===== src/rtl/vcmd_pkg.sv =====
package vcmd_pkg;
  localparam int ADDR_W    = 6;
  localparam int CODE_W    = 7;
  localparam int PAY_W     = CODE_W + 1;
  localparam int NUM_RAILS = 2;

  typedef enum logic [2:0] {
    ST_IDLE,
    ST_ADDR,
    ST_RW,
    ST_ACK,
    ST_DATA
  } rx_state_e;
endpackage


===== src/rtl/vcmd_sync.sv =====
module vcmd_sync #(
  parameter int  W        = 2,
  parameter logic RST_VAL = 1'b1
) (
  input  logic         clk_i,
  input  logic         rst_ni,
  input  logic [W-1:0] d_i,
  output logic [W-1:0] q_o
);
  logic [W-1:0] s1_q, s2_q;

  always_ff @(posedge clk_i or negedge rst_ni) begin
    if (!rst_ni) begin
      s1_q <= {W{RST_VAL}};
      s2_q <= {W{RST_VAL}};
    end else begin
      s1_q <= d_i;
      s2_q <= s1_q;
    end
  end

  assign q_o = s2_q;
endmodule


===== src/rtl/vcmd_frame_dec.sv =====
module vcmd_frame_dec
  import vcmd_pkg::*;
#(
  parameter logic [ADDR_W-1:0] CORE_ADDR = 6'h10,
  parameter logic [ADDR_W-1:0] NB_ADDR   = 6'h11
) (
  input  logic              clk_i,
  input  logic              rst_ni,
  input  logic              sclk_i,
  input  logic              sdat_i,
  output logic              ack_o,
  output logic              rd_o,
  output logic              upd_o,
  output logic              upd_sel_o,
  output logic [CODE_W-1:0] upd_code_o,
  output logic              upd_psi_o
);
  localparam int CNT_W = $clog2(PAY_W);

  rx_state_e         state_q;
  logic [CNT_W-1:0]  cnt_q;
  logic [ADDR_W-1:0] addr_q;
  logic [PAY_W-1:0]  data_q;
  logic              sclk_d, sdat_d;
  logic              ack_q, rd_q, upd_q, sel_q;
  logic              rise, start, hit;

  assign rise  = sclk_i & ~sclk_d;
  assign start = sclk_i & sclk_d & sdat_d & ~sdat_i;
  assign hit   = (addr_q == CORE_ADDR) || (addr_q == NB_ADDR);

  always_ff @(posedge clk_i or negedge rst_ni) begin
    if (!rst_ni) begin
      state_q <= ST_IDLE;
      cnt_q   <= '0;
      addr_q  <= '0;
      data_q  <= '0;
      sclk_d  <= 1'b1;
      sdat_d  <= 1'b1;
      ack_q   <= 1'b0;
      rd_q    <= 1'b0;
      upd_q   <= 1'b0;
      sel_q   <= 1'b0;
    end else begin
      sclk_d <= sclk_i;
      sdat_d <= sdat_i;
      rd_q   <= 1'b0;
      upd_q  <= 1'b0;
      if (start) begin
        // a new start always wins and drops any pending frame
        state_q <= ST_ADDR;
        cnt_q   <= '0;
        ack_q   <= 1'b0;
      end else if (rise) begin
        unique case (state_q)
          ST_ADDR: begin
            addr_q <= {addr_q[ADDR_W-2:0], sdat_i};
            if (cnt_q == CNT_W'(ADDR_W - 1)) begin
              state_q <= ST_RW;
              cnt_q   <= '0;
            end else begin
              cnt_q <= cnt_q + 1'b1;
            end
          end
          ST_RW: begin
            if (hit && !sdat_i) begin
              ack_q   <= 1'b1;
              sel_q   <= (addr_q == NB_ADDR);
              state_q <= ST_ACK;
            end else begin
              rd_q    <= hit;
              state_q <= ST_IDLE;
            end
          end
          ST_ACK: begin
            ack_q   <= 1'b0;
            cnt_q   <= '0;
            state_q <= ST_DATA;
          end
          ST_DATA: begin
            data_q <= {data_q[PAY_W-2:0], sdat_i};
            if (cnt_q == CNT_W'(PAY_W - 1)) begin
              upd_q   <= 1'b1;
              state_q <= ST_IDLE;
            end else begin
              cnt_q <= cnt_q + 1'b1;
            end
          end
          default: state_q <= ST_IDLE;
        endcase
      end
    end
  end

  assign ack_o      = ack_q;
  assign rd_o       = rd_q;
  assign upd_o      = upd_q;
  assign upd_sel_o  = sel_q;
  assign upd_code_o = data_q[CODE_W-1:0];
  assign upd_psi_o  = data_q[PAY_W-1];

  assert_upd_pulse_R7: assert property (@(posedge clk_i) disable iff (!rst_ni)
    upd_q |=> !upd_q);
  assert_ack_write_R4: assert property (@(posedge clk_i) disable iff (!rst_ni)
    $rose(ack_q) |-> (!$past(sdat_i) && (addr_q == CORE_ADDR || addr_q == NB_ADDR)));
  assert_ack_no_upd_R4: assert property (@(posedge clk_i) disable iff (!rst_ni)
    ack_q |-> !upd_q);
  assert_rd_excl_R6: assert property (@(posedge clk_i) disable iff (!rst_ni)
    rd_q |-> (!ack_q && !upd_q));
  assert_rd_pulse_R6: assert property (@(posedge clk_i) disable iff (!rst_ni)
    rd_q |=> !rd_q);
endmodule


===== src/rtl/vcmd_rail.sv =====
module vcmd_rail
  import vcmd_pkg::*;
#(
  parameter logic [CODE_W-1:0] BOOT_CODE = 7'h40
) (
  input  logic              clk_i,
  input  logic              rst_ni,
  input  logic              wr_en_i,
  input  logic [CODE_W-1:0] code_i,
  input  logic              psi_i,
  output logic [CODE_W-1:0] code_o,
  output logic              psi_o
);
  logic [CODE_W-1:0] code_q;
  logic              psi_q;

  always_ff @(posedge clk_i or negedge rst_ni) begin
    if (!rst_ni) begin
      code_q <= BOOT_CODE;
      psi_q  <= 1'b0;
    end else if (wr_en_i) begin
      code_q <= code_i;
      psi_q  <= psi_i;
    end
  end

  assign code_o = code_q;
  assign psi_o  = psi_q;

  assert_hold_R5: assert property (@(posedge clk_i) disable iff (!rst_ni)
    !wr_en_i |=> ($stable(code_q) && $stable(psi_q)));
  assert_load_R7: assert property (@(posedge clk_i) disable iff (!rst_ni)
    wr_en_i |=> (code_q == $past(code_i) && psi_q == $past(psi_i)));
endmodule


===== src/rtl/vcmd_rx.sv =====
module vcmd_rx
  import vcmd_pkg::*;
#(
  parameter logic [ADDR_W-1:0] CORE_ADDR = 6'h10,
  parameter logic [ADDR_W-1:0] NB_ADDR   = 6'h11,
  parameter logic [CODE_W-1:0] BOOT_CODE = 7'h40
) (
  input  logic              clk_i,
  input  logic              rst_ni,
  input  logic              sclk_i,
  input  logic              sdat_i,
  output logic              ack_o,
  output logic              rd_o,
  output logic              upd_o,
  output logic [CODE_W-1:0] core_code_o,
  output logic              core_psi_o,
  output logic [CODE_W-1:0] nb_code_o,
  output logic              nb_psi_o
);
  logic [1:0]           line_s;
  logic                 upd, upd_sel, upd_psi;
  logic [CODE_W-1:0]    upd_code;
  logic [NUM_RAILS-1:0] wr_en;
  logic [CODE_W-1:0]    rail_code [NUM_RAILS];
  logic [NUM_RAILS-1:0] rail_psi;

  vcmd_sync #(.W(2), .RST_VAL(1'b1)) u_sync (
    .clk_i  (clk_i),
    .rst_ni (rst_ni),
    .d_i    ({sclk_i, sdat_i}),
    .q_o    (line_s)
  );

  vcmd_frame_dec #(.CORE_ADDR(CORE_ADDR), .NB_ADDR(NB_ADDR)) u_dec (
    .clk_i      (clk_i),
    .rst_ni     (rst_ni),
    .sclk_i     (line_s[1]),
    .sdat_i     (line_s[0]),
    .ack_o      (ack_o),
    .rd_o       (rd_o),
    .upd_o      (upd),
    .upd_sel_o  (upd_sel),
    .upd_code_o (upd_code),
    .upd_psi_o  (upd_psi)
  );

  // rail 0 = core, rail 1 = north bridge
  for (genvar g = 0; g < NUM_RAILS; g++) begin : g_rail
    assign wr_en[g] = upd && (upd_sel == 1'(g));
    vcmd_rail #(.BOOT_CODE(BOOT_CODE)) u_rail (
      .clk_i   (clk_i),
      .rst_ni  (rst_ni),
      .wr_en_i (wr_en[g]),
      .code_i  (upd_code),
      .psi_i   (upd_psi),
      .code_o  (rail_code[g]),
      .psi_o   (rail_psi[g])
    );
  end

  assign upd_o       = upd;
  assign core_code_o = rail_code[0];
  assign core_psi_o  = rail_psi[0];
  assign nb_code_o   = rail_code[1];
  assign nb_psi_o    = rail_psi[1];

  assert_one_rail_R3: assert property (@(posedge clk_i) disable iff (!rst_ni)
    $onehot0(wr_en));
  assert_strobe_rail_R7: assert property (@(posedge clk_i) disable iff (!rst_ni)
    upd |-> ($countones(wr_en) == 1));
endmodule


===== config.mk =====
export PLATFORM = sky130hd
export DESIGN_NAME = vcmd_rx
export DESIGN_NICKNAME = d
export VERILOG_FILES = /design/src/rtl/vcmd_pkg.sv /design/src/rtl/vcmd_sync.sv /design/src/rtl/vcmd_frame_dec.sv /design/src/rtl/vcmd_rail.sv /design/src/rtl/vcmd_rx.sv
export SDC_FILE = /design/constraint.sdc
export NUM_CORES = 1
export LEC_CHECK = 0
export BUFFER_PORTS_ARGS = -buffer_cell sky130_fd_sc_hd__buf_2
export CAP_MARGIN = 0
export CORE_ASPECT_RATIO = 1.2
export CORE_MARGIN = 8
export CORE_UTILIZATION = 55
export CTS_CLUSTER_DIAMETER = 100
export DETAILED_ROUTE_END_ITERATION = 6
export PLACE_DENSITY = 0.76
export SLEW_MARGIN = 5
export SYNTH_ARGS = -nofsm -noshare
export SYNTH_HDL_FRONTEND = slang
export SYNTH_SLANG_ARGS = --single-unit

===== constraint.sdc =====
create_clock -name clk_i -period 5.3 [get_ports clk_i]
set_clock_uncertainty 0.15 [all_clocks]
set_input_delay 0 -clock clk_i [delete_from_list [all_inputs] [get_ports clk_i]]
set_output_delay 0 -clock clk_i [all_outputs]
set_load 0.05 [all_outputs]

==> key figures <==
Setup path
  • WS Path Type: flop to flop
  • Required time of the critical path: 5.39 ns
  • CP Max Fanout: 4
  • Worst Setup EP: u_dec.cnt_q[2]
  • Worst reg-to-reg setup slack: between 3 and 4 ns
  • Critical path endpoint category: flop
  • Setup crit start: u_dec.cnt_q[0]
  • R2R Path End: u_dec.cnt_q[2]
  • FF-to-FF path depth: 6
  • Arr. time, crit path: around 2.3 ns
  • Critical R2R Launch: u_dec.cnt_q[0]
  • Crit start category: flop

Routing
  • Metal3 WL: 189 um
  • Met1 wire length: 1400 um
  • Top sig layer: met4
  • Post-DR vias/cell: 5.71
  • Final WL: 3300 um
  • Routed vias: 1108
  • Wire length per cell: 17.0 um
  • Antenna-violating nets left: 0
  • 1st-iter DRT viols: 42
  • First drt pass iteration count: 4
  • DR WL met2: 1650 um
  • # DRC: 0

STA
  • Fin crit share: between 40% and 50%
  • Worst Max-Slew Pin Slew: approximately 0.97 ns
  • Max Freq: 452 MHz
  • Fin Hold WS: ~0.19 ns
  • Slew Limit Fails: 0
  • Sum Neg Setup Slack: 0 ns
  • Final hold violations: 0
  • Final Critical Period: ~2.2 ns
  • RSZ-0062 raised after global routing: no
  • Setup Viol. Count Final: 0
  • Slew headroom: between 30% and 40%

Final layout
  • Ant. Diodes: 0
  • Layout cells sized above 1: a little under half
  • Post-synthesis to final-layout area growth: 14.5%
  • Fin nets: around 160

Clock tree
  • Post-CTS Resized: 0
  • Clk sinks: 46
  • CTS tree: done
  • H-tree depth: 2
  • Deepest clock path buffer count: 2
  • Worst-Skew Late Latency: around 0.3 ns
  • CTS root buffer: clkbuf_8
  • CTS buffer count: 5
  • Reg clk slew, reported paths: 0.08 ns

Floorplan
  • Initial core utilization: around 57%
  • Die Y: roughly 80 um
  • Number of cell rows: 23
  • Core Area: 3280 um2
  • IO Pins: 23
  • Die area: about 5500 um2
  • Die W: 69.1 um

Synth
  • Mux cell area share after synthesis: 19.0%
  • Largest family of logic cells by synthesized area: multiplexers
  • Synthesized area: 1860 um2
  • Synth area leaders: dfrtp_1 (51%), mux2_2 (18%), dfstp_2 (11%)
  • Seq/Total Area, Yosys: between 60% and 70%
  • Top-area cell type share of the netlist area: 51.1%
  • Synth Area in Compound Gates: under 10%
  • Mapped Cells: between 100 and 150
  • Syn_nets: about 130
  • Synth Area per Inst: approximately 15 um2
  • Yosys cell types: 33
  • Synth warn: 0
  • Simple-Gate Fraction of Synth Area: approximately 10%
  • XOR/XNOR share of the synthesized area: 0%
  • Adder-cell share of the synthesized area: between 2 and 2.5%
  • Flops & latches, synth: between 40 and 50
  • Synth area leader: dfrtp_1

Place
  • Post-DP HPWL: between 2000 and 2500 um
  • GPL Wtd Cong: 0.949
  • IO Port Bufs: 22

Global route
  • Largest net degree at the start of global routing: between 40 and 50
  • All-layer global routing usage: between 10% and 20%
  • First-pass GRT wire length: 5420 um
  • Gr ovfl total: 0
  • Initial antenna violation count: 0
  • Vias in the first global route: between 1000 and 1500

Power
  • Cell Pwr Density: between 300 and 400 nW/um2
  • Leakage: between 1 and 1.5 nW
  • Peak VDD IR: roughly 290 uV

Min path
  • Tightest Hold Check Type: input port to flop

Flow run
  • Max-Cap Viols: 0

Status
  • Outcome: finished, final reports clean
-- timing repair --
| item | in CTS | in global routing |
|---|---|---|
| setup buffers | 0 | 0 |
| hold buffers | 3 | 0 |
| hold endpoints to repair | 40 | 0 |
-- worst max-delay path, cell delays in order (launching register included) --
cell and delay (ns):
dfrtp_1 0.42, ha_1 0.22, ha_1 0.21, or4b_1 0.47, a21oi_1 0.25, o211ai_1 0.18
a2bb2o_1 0.27
-- worst min path at each step --
stage / start / to / slack (ns) / cells past startpoint
detailed placement: sclk_i / u_sync.s1_q[1] / -0.04 / 1
global route: sclk_i / u_sync.s1_q[1] / 0.17 / 2
floorplan: rst_ni / g_rail[0].u_rail.code_o[0] / -0.45 / 0
CTS: sclk_i / u_sync.s1_q[1] / 0.18 / 2
finish: sclk_i / u_sync.s1_q[1] / 0.19 / 2
global placement: sclk_i / u_sync.s1_q[1] / -0.04 / 1
-- cells by family (layout without fill, tap and decap cells) --
kind of cell	Yosys count	after routing
AND/OR/NAND/NOR	26	26
flip-flops	46	46
buffers and inverters	5	36
multiplexers	31	31
AO/OA/AOI/OAI	15	15
adder cells (fa/ha/maj)	3	3
-- report_power, final --
group / switching [mW] / internal [mW]
Clock: 0.117 / 0.105
Combinational: 0.0543 / 0.0587
Sequential: 0.0463 / 0.393
-- sequential cells by signal, summed over array words and instances, names as in the netlist, 2 cells and up --
register / count
u_sync.s1_q: 2
u_dec.cnt_q: 3
u_dec.data_q: 8
u_dec.state_q: 3
u_dec.addr_q: 6
g_rail.u_rail.psi_o: 2
u_sync.q_o: 2
g_rail.u_rail.code_o: 14
-- cells in the final DEF (no fill, tap or decap), types with 2 or more instances in the layout --
master	count
a21oi_1	4
a31oi_1	2
and4b_1	2
buf_2	22
clkbuf_8	6
dfrtp_1	38
dfstp_2	8
dlygate4sd3_1	3
ha_1	3
inv_1	3
mux2_2	30
nand2_1	3
nand2b_1	3
nand3_1	3
nor2_1	5
o21ai_0	2
-- synthesized netlist by cell type (all sizes together) --
cell type	n
or2b	1
a31oi	2
o2bb2ai	1
dfrtp	38
o21ai	2
o211ai	1
dfstp	8
and2b	1
ha	3
nor2b	1
or4b	2
mux2	31
a32oi	1
a211oi	1
nor4b	1
nand4b	1
inv	3
nand3	4
a2bb2o	1
nor2	5
clkbuf	1
nand2b	3
a21oi	4
buf	1
a22oi	1
o22ai	1
nor3	2
nand2	3
and4b	2
-- metal layers --
metal  track usage [%]  vias up
met5                 0        -
met4              6.57        0
met3              5.72        7
met2              19.9       27
met1              13.3      556
li1                  -      518
-- final cells by class --
class | count | area (um2)
clock inverter | 2 | 12.5
timing repair buffer | 25 | 140
fill | 247 | 1150
tap | 37 | 46.3
clock buffer | 6 | 82.6
inverter | 3 | 11.3
sequential | 46 | 1160
multi-input combinational | 75 | 676
-- stage by stage --
stage / utilization [%] / instances / area, um2 / power, mW / setup WS (ns)
floorplan: - / 126 / 1860 / 0.520 / 3.25
global placement: 61.1 / 183 / 2000 / 0.546 / 3.20
detailed placement: 61.1 / 183 / 2000 / 0.557 / 3.11
CTS: 64.9 / 194 / 2130 / 0.781 / 3.09
global route: 64.9 / 194 / 2130 / 0.812 / 3.02
finish: 64.9 / 194 / 2130 / 0.774 / 3.09
Power figures use the tool's default switching activity.
